--- src/rtl/pan_perm_pkg.sv ---
package pan_perm_pkg;

  localparam int LVL_W = 2;
  localparam int ACC_W = 2;
  localparam int AP_W  = 2;

  typedef enum logic [LVL_W-1:0] {
    LVL_USER  = 2'd0,
    LVL_KERN  = 2'd1,
    LVL_HYP   = 2'd2,
    LVL_MON   = 2'd3
  } lvl_e;

  typedef enum logic [ACC_W-1:0] {
    ACC_RD   = 2'd0,
    ACC_WR   = 2'd1,
    ACC_EXEC = 2'd2,
    ACC_RSV  = 2'd3
  } acc_e;

  // Strobes from control to datapath
  typedef struct packed {
    logic panHit;
    logic selUser;
    logic selKern;
    logic selHigh;
    logic accRead;
    logic accWrite;
    logic accExec;
    logic accBad;
  } strobe_t;

endpackage

--- src/rtl/pan_perm_ctrl.sv ---
module pan_perm_ctrl
  import pan_perm_pkg::*;
#(
  parameter logic [3:0] PAN_LVL_MASK = 4'b0110
) (
  input  logic             reqValid,
  input  logic [LVL_W-1:0] excLevel,
  input  logic [ACC_W-1:0] accKind,
  input  logic             apUserBit,
  input  logic             isCacheMaint,
  input  logic             isBlockZero,
  input  logic             pstatePan,
  input  logic             panImplemented,
  output strobe_t          stb
);

  logic dataAcc;
  logic cmoExempt;
  logic lvlInScope;

  always_comb begin
    stb          = '0;
    stb.accRead  = reqValid && (accKind == ACC_RD);
    stb.accWrite = reqValid && (accKind == ACC_WR);
    stb.accExec  = reqValid && (accKind == ACC_EXEC);
    stb.accBad   = reqValid && (accKind == ACC_RSV);
    stb.selUser  = reqValid && (excLevel == LVL_USER);
    stb.selKern  = reqValid && (excLevel == LVL_KERN);
    stb.selHigh  = reqValid && ((excLevel == LVL_HYP) || (excLevel == LVL_MON));

    dataAcc    = stb.accRead || stb.accWrite;
    cmoExempt  = isCacheMaint && !isBlockZero;
    lvlInScope = PAN_LVL_MASK[excLevel];

    stb.panHit = panImplemented && pstatePan && apUserBit &&
                 dataAcc && !cmoExempt && lvlInScope;
  end

  // Guards on the pre-check strobe
  always_comb begin
    a_r6_pan_level_scope: assert (!stb.panHit ||
      ((excLevel != LVL_USER) && (excLevel != LVL_MON)));
    a_r7_pan_needs_enable: assert (!stb.panHit || (panImplemented && pstatePan));
    a_r5_cmo_exempt: assert (!(stb.panHit && isCacheMaint && !isBlockZero));
  end

endmodule

--- src/rtl/pan_perm_dp.sv ---
module pan_perm_dp
  import pan_perm_pkg::*;
(
  input  strobe_t         stb,
  input  logic [AP_W-1:0] apBits,
  input  logic            xnBit,
  input  logic            pxnBit,
  output logic            grant,
  output logic            permFault,
  output logic            panDeny
);

  localparam int KERN_IDX_W = AP_W + 2;
  localparam int KERN_N     = 1 << KERN_IDX_W;
  localparam int HIGH_IDX_W = 2;
  localparam int HIGH_N     = 1 << HIGH_IDX_W;

  logic [KERN_N-1:0] kernRd, kernWr, kernEx;
  logic [HIGH_N-1:0] highRd, highWr, highEx;

  // Kernel-level table, indexed by {ap, xn, pxn}
  for (genvar i = 0; i < KERN_N; i++) begin : g_kern
    localparam logic [KERN_IDX_W-1:0] IDX = KERN_IDX_W'(i);
    assign kernRd[i] = 1'b1;
    assign kernWr[i] = ~IDX[KERN_IDX_W-1];
    assign kernEx[i] = ~IDX[0] & (IDX[KERN_IDX_W-1 -: AP_W] != 2'b01);
  end

  // Hypervisor/monitor table, indexed by {ap[1], xn}
  for (genvar j = 0; j < HIGH_N; j++) begin : g_high
    localparam logic [HIGH_IDX_W-1:0] IDX = HIGH_IDX_W'(j);
    assign highRd[j] = 1'b1;
    assign highWr[j] = ~IDX[1];
    assign highEx[j] = ~IDX[0];
  end

  logic [KERN_IDX_W-1:0] kernIdx;
  logic [HIGH_IDX_W-1:0] highIdx;
  logic kernOk, highOk, userOk, ordOk, anyReq;

  always_comb begin
    kernIdx = {apBits, xnBit, pxnBit};
    highIdx = {apBits[1], xnBit};
    kernOk  = (stb.accRead  && kernRd[kernIdx]) ||
              (stb.accWrite && kernWr[kernIdx]) ||
              (stb.accExec  && kernEx[kernIdx]);
    highOk  = (stb.accRead  && highRd[highIdx]) ||
              (stb.accWrite && highWr[highIdx]) ||
              (stb.accExec  && highEx[highIdx]);
    userOk  = (stb.accRead  && apBits[0]) ||
              (stb.accWrite && (apBits == 2'b01)) ||
              (stb.accExec  && !xnBit);
    ordOk   = (stb.selKern && kernOk) ||
              (stb.selHigh && highOk) ||
              (stb.selUser && userOk);
    anyReq  = stb.accRead || stb.accWrite || stb.accExec || stb.accBad;

    grant     = ordOk && !stb.panHit;
    permFault = anyReq && !grant;
    panDeny   = stb.panHit;
  end

  always_comb begin
    a_r2_one_outcome: assert (!(grant && permFault));
    a_r2_pan_is_fault: assert (!panDeny || permFault);
    a_r4_fetch_exempt: assert (!(stb.accExec && panDeny));
    a_r11_reserved_denied: assert (!(stb.accBad && (grant || panDeny)));
  end

endmodule

--- src/rtl/pan_perm_check.sv ---
module pan_perm_check
  import pan_perm_pkg::*;
#(
  parameter logic [3:0] PAN_LVL_MASK = 4'b0110
) (
  input  logic             reqValid,
  input  logic [LVL_W-1:0] excLevel,
  input  logic [ACC_W-1:0] accKind,
  input  logic [AP_W-1:0]  apBits,
  input  logic             xnBit,
  input  logic             pxnBit,
  input  logic             isCacheMaint,
  input  logic             isBlockZero,
  input  logic             pstatePan,
  input  logic             panImplemented,
  output logic             grant,
  output logic             permFault,
  output logic             panDeny
);

  strobe_t stb;

  pan_perm_ctrl #(.PAN_LVL_MASK(PAN_LVL_MASK)) u_ctrl (
    .reqValid       (reqValid),
    .excLevel       (excLevel),
    .accKind        (accKind),
    .apUserBit      (apBits[0]),
    .isCacheMaint   (isCacheMaint),
    .isBlockZero    (isBlockZero),
    .pstatePan      (pstatePan),
    .panImplemented (panImplemented),
    .stb            (stb)
  );

  pan_perm_dp u_dp (
    .stb       (stb),
    .apBits    (apBits),
    .xnBit     (xnBit),
    .pxnBit    (pxnBit),
    .grant     (grant),
    .permFault (permFault),
    .panDeny   (panDeny)
  );

  always_comb begin
    a_r1_idle_quiet: assert (reqValid || !(grant || permFault || panDeny));
    a_r2_valid_answers: assert (!reqValid || (grant != permFault));
  end

endmodule

--- config.mk ---
export PLATFORM = sky130hd
export DESIGN_NAME = pan_perm_check
export DESIGN_NICKNAME = d
export VERILOG_FILES = /design/src/rtl/pan_perm_pkg.sv /design/src/rtl/pan_perm_ctrl.sv /design/src/rtl/pan_perm_dp.sv /design/src/rtl/pan_perm_check.sv
export SDC_FILE = /design/constraint.sdc
export NUM_CORES = 1
export LEC_CHECK = 0
export BUFFER_PORTS_ARGS = -buffer_cell sky130_fd_sc_hd__buf_4
export CORE_AREA = 3 3 40 42
export DETAILED_ROUTE_END_ITERATION = 12
export DIE_AREA = 0 0 43 45
export PLACE_DENSITY_LB_ADDON = 0.3
export SLEW_MARGIN = 20
export SYNTH_ARGS = -nofsm -noshare
export SYNTH_HDL_FRONTEND = slang
export SYNTH_SLANG_ARGS = --single-unit
--- constraint.sdc ---
create_clock -name vclk -period 1.48
set_clock_uncertainty 0.2 [all_clocks]
set_input_delay 0.296 -clock vclk [all_inputs]
set_output_delay 0.296 -clock vclk [all_outputs]
set_load 0.05 [all_outputs]
== After elaboration in Yosys (flattened, before gate mapping) ==
Memories as Yosys holds them, arrays and structs flattened.
Index checks and enable logic that the tools add are counted.

* Memories: 3
* Memory bits (read-only): 48
* Output and inout bits: 3
* Flip-flop bits (word level): 0

{| class="wikitable"
|+ Memory list
! memory !! words !! width !! rd ports !! clocked after Yosys merged registers in !! write ports !! RTL line !! source
|-
| (name not given) || 16 || 1 || 1 || 0 || 0 || pan_perm_dp.sv:45 || <nowiki>(stb.accWrite && kernWr[kernIdx]) ||</nowiki>
|-
| (name not given) || 16 || 1 || 1 || 0 || 0 || pan_perm_dp.sv:46 || <nowiki>(stb.accExec && kernEx[kernIdx]);</nowiki>
|-
| (name not given) || 16 || 1 || 1 || 0 || 0 || pan_perm_dp.sv:44 || <nowiki>kernOk = (stb.accRead && kernRd[kernIdx]) ||</nowiki>
|}

* Multiplexer cells: 11
* Eq/ne operators: 7
* Order comparisons: 3
* Reductions and logical operators: 46

{| class="wikitable"
|+ Operators with widths
! cell !! number
|-
| logical AND 1 bit || 27
|-
| logical OR 1 bit || 12
|-
| binary-select mux 1 bit (select 2 bit) || 4
|-
| equality test 2 bit, second input constant || 4
|-
| 2-to-1 mux 1 bit || 7
|-
| equality test 2 x 1 -> 1 bit, second input constant || 3
|-
| less-than comparator 2 x 3 -> 1 bit, second input constant || 2
|-
| logical NOT 1 bit || 5
|-
| less-than comparator 4 x 5 -> 1 bit, second input constant || 1
|-
| logical NOT 2 bit || 2
|}

== Logic depth before layout (Yosys ltp) ==
* Depth in word-level cells: 11
* Depth in mapped cells: 5
* Mapped depth without buffers: 5

== Hierarchy ==
Synthesis repeated with hierarchy kept, for this count alone.

* Cell total of the unflattened synthesis: 33
* Area total of the unflattened synthesis: 234.0 um^2

{| class="wikitable"
|+ By module, submodules not included
! module !! area each (um^2) !! sequential area each (um^2) !! cells each !! times used
|-
| pan_perm_ctrl || 131.4 || 0.0 || 19 || 1
|-
| pan_perm_dp || 102.6 || 0.0 || 14 || 1
|}

== Worst setup path after synthesis ==
OpenSTA, ideal clock, no wires.

* Kind: in2out
* From: input excLevel[0]
* To: output permFault
* Stages on the path: 5
* Arrival time: 1.740 ns
* Setup slack: -0.756 ns
* Path through: inv_1 ha_1 nand2_1 or3_4 a211oi_2

* Longest elaborated chain between the ends: 9
* Elaborated cells between the ends (all ways): 20
* Those cells by class: eq/ne (3); mux (2); reduce/logical (15)

{| class="wikitable"
|+ RTL lines
! item !! RTL line !! source
|-
| start: declaration || pan_perm_check.sv:7 || <nowiki>input logic [LVL_W-1:0] excLevel,</nowiki>
|-
| equality test 2 bit || pan_perm_ctrl.sv:29 || <nowiki>stb.selHigh = reqValid && ((excLevel == LVL_HYP) || (excLevel == LVL_MON));</nowiki>
|-
| logical OR 1 bit || pan_perm_ctrl.sv:29 ||
|-
| logical AND 1 bit || pan_perm_ctrl.sv:29 ||
|-
| logical AND 1 bit || pan_perm_dp.sv:54 || <nowiki>(stb.selHigh && highOk) ||</nowiki>
|-
| logical OR 1 bit || pan_perm_dp.sv:53 || <nowiki>ordOk = (stb.selKern && kernOk) ||</nowiki>
|-
| logical OR 1 bit || pan_perm_dp.sv:54 ||
|-
| logical AND 1 bit * || pan_perm_dp.sv:58 || <nowiki>grant = ordOk && !stb.panHit;</nowiki>
|-
| logical NOT 1 bit * || pan_perm_dp.sv:59 || <nowiki>permFault = anyReq && !grant;</nowiki>
|-
| logical AND 1 bit * || pan_perm_dp.sv:59 ||
|-
| end: declaration || pan_perm_check.sv:17 || <nowiki>output logic permFault,</nowiki>
|}

Mark *: on every way between the ends. The rest lies on a longest branch, timed or not. The select of a mux whose other input is x is not followed.

== Final worst setup path ==
Same ends and word-level chain as after synthesis.

==> qor.txt <==
DRT iter0 DRCs - 3
Seq. cell area - 0 µm²
CP Capture Point - permFault
critical path endpoint category - output port
Seq cells - 0
synthesis warning total - 0
main combinational cell family by area after synthesis - compound AO/OA/AOI/OAI gates
fmax - 501 MHz
DP Wirelength - 534 µm
commonest non-fill, non-tap cell in the layout - buf_4
Final Core Density - 0.370
die height - 45 µm
# clk buffers - 0
post-CTS setup buffers - 0
CP Launch Type - primary input
post-synthesis simple-gate area fraction - 0.327
antenna diode count - 0
P&R area growth vs syn - 144%
status - finished with violations
top-area cell type share of the netlist area - 0.256
post-synthesis compound-gate area fraction - 0.340
gr ovfl total - 0
Synth area leader - ha_1
Slew HR - 0.768
Core Rows - 13
Avg Inst Size Synth - 8.87 µm²
width of the die - 43 µm
Core Area - 1280 µm²
Distinct cells, synth - 15
Vias/cell - 4.12
Critical Path AT - 1.50 ns
Vias - 235
Critical path origin - excLevel[0]
Tmin final - 2.00 ns
Synth Cell Area - 195 µm²
final setup fails - 3
Gate Count Post-Synth - 22
unrepaired setup endpoints after global routing - true
adder-cell area share of the yosys netlist - 0.256
VDD IR-drop max - 0.0000948 V
first-pass GRT wire length - 959 µm
DP Worst Slack - -0.634 ns
max cap viols - 0
number of antenna violations at the first check in global routing - 0
slew at the pin with the worst max-slew slack - 0.347 ns
Final Hold Vio Count - 0
P_leak - 0.219 nW
sequential area share after synthesis - 0
wire length per cell - 10.2 µm
Post-Synth XOR/XNOR Area - 0
Initial DRT Pass Iterations - 2
gr usage total - 0.0605
fill cell count - 124
layout cells sized above 1 - 0.762
Initial Utilization - 0.152
largest net degree at the start of global routing - 4
Post-Route WL - 579 µm
worst-path fanout max - 3
Remaining DRCs - 0
vias in the first global route - 230
hold path depth - 4
crit path kind - primary input to output port
fin nets - 61
footprint of the multi-input gates - 239 µm²
Max Slew Vio Count - 0
Data required, critical path - 0.98 ns
die area - 1940 µm²
io pins - 16
Pwr per Cell Area - 293 nW/µm²
Tcrit/Tclk final - 1.35
failing checks - negative setup slack
mux share of post-synthesis cell area - 0
Final WS setup - -0.517 ns
Port Buffers - 16
HP Class - primary input to output port
antenna viol nets, final - 0
synth top area cells - ha_1 26%, a2111oi_2 7.7%, and2b_1 7.7%
Syn Nets - 39
gpl congestion - 0.601
cells in the mapped netlist:
cell type / count
or3_4: 1
o22ai_2: 1
or3b_1: 1
inv_1: 4
a211oi_2: 1
nand2_1: 1
o31a_2: 1
nand4b_1: 1
a22o_1: 1
nand4bb_1: 1
ha_1: 4
and2b_1: 2
nor3_1: 1
a211oi_1: 1
a2111oi_2: 1
cells by family after synthesis:
logic type	Yosys count
and+or+nand+nor	8
buffers and inverters	4
AOI/OAI and AO/OA	6
adders and majority gates	4
how the worst min path moves through the flow:
stage / startpoint / endpoint / slack [ns]
2_1_floorplan: reqValid / permFault / 0.55
3_3_place_gp: reqValid / grant / 0.88
3_5_place_dp: reqValid / grant / 0.88
4_1_cts: reqValid / grant / 0.85
5_1_grt: reqValid / grant / 0.87
6_report: reqValid / grant / 0.85
repair_timing:
item / in CTS / in global routing
pin swaps: 4 / 1
resized for setup: 8 / 2
setup endpoints to repair: 3 / 3
hold buffers: 0 / 0
per-layer routing:
layer,track usage,part of all wire,vias up,wire [µm]
met5,0,0,-,0
met4,0,0,0,0
met3,0.00797,0.11,0,63
met2,0.102,0.49,10,282
met1,0.0881,0.40,101,234
li1,-,-,124,-
cell type report:
class,instances,area share
repair buffers,20,0.389
multi-input cells,18,0.503
well taps,15,0.0395
inverters,4,0.0684
stage by stage:
| stage | std cells | power, W | hold slack, ns | area [µm²] | setup TNS (ns) |
|---|---|---|---|---|---|
| floorplan | 22 | 0.0000689 | 0.548 | 264 | -1.08 |
| global placement | 57 | 0.000125 | 0.882 | 433 | -1.63 |
| detailed placement | 57 | 0.000127 | 0.879 | 433 | -1.66 |
| CTS | 57 | 0.000137 | 0.847 | 464 | -1.40 |
| global route | 57 | 0.000150 | 0.866 | 475 | -1.44 |
| finish | 57 | 0.000139 | 0.850 | 475 | -1.36 |
critical path: stages:
cell and delay, ns:
buf_12 0.09, inv_12 0.03, ha_4 0.24, nand2_2 0.04
or3_4 0.40, a211oi_4 0.21, buf_6 0.18
where the power goes:
group          internal, W  leakage, nW  switching (W)
clock                    0            0              0
sequential               0            0              0
combinational    0.0000779        0.219      0.0000612
total            0.0000779        0.219      0.0000612
(Power assumes the default switching activity.)
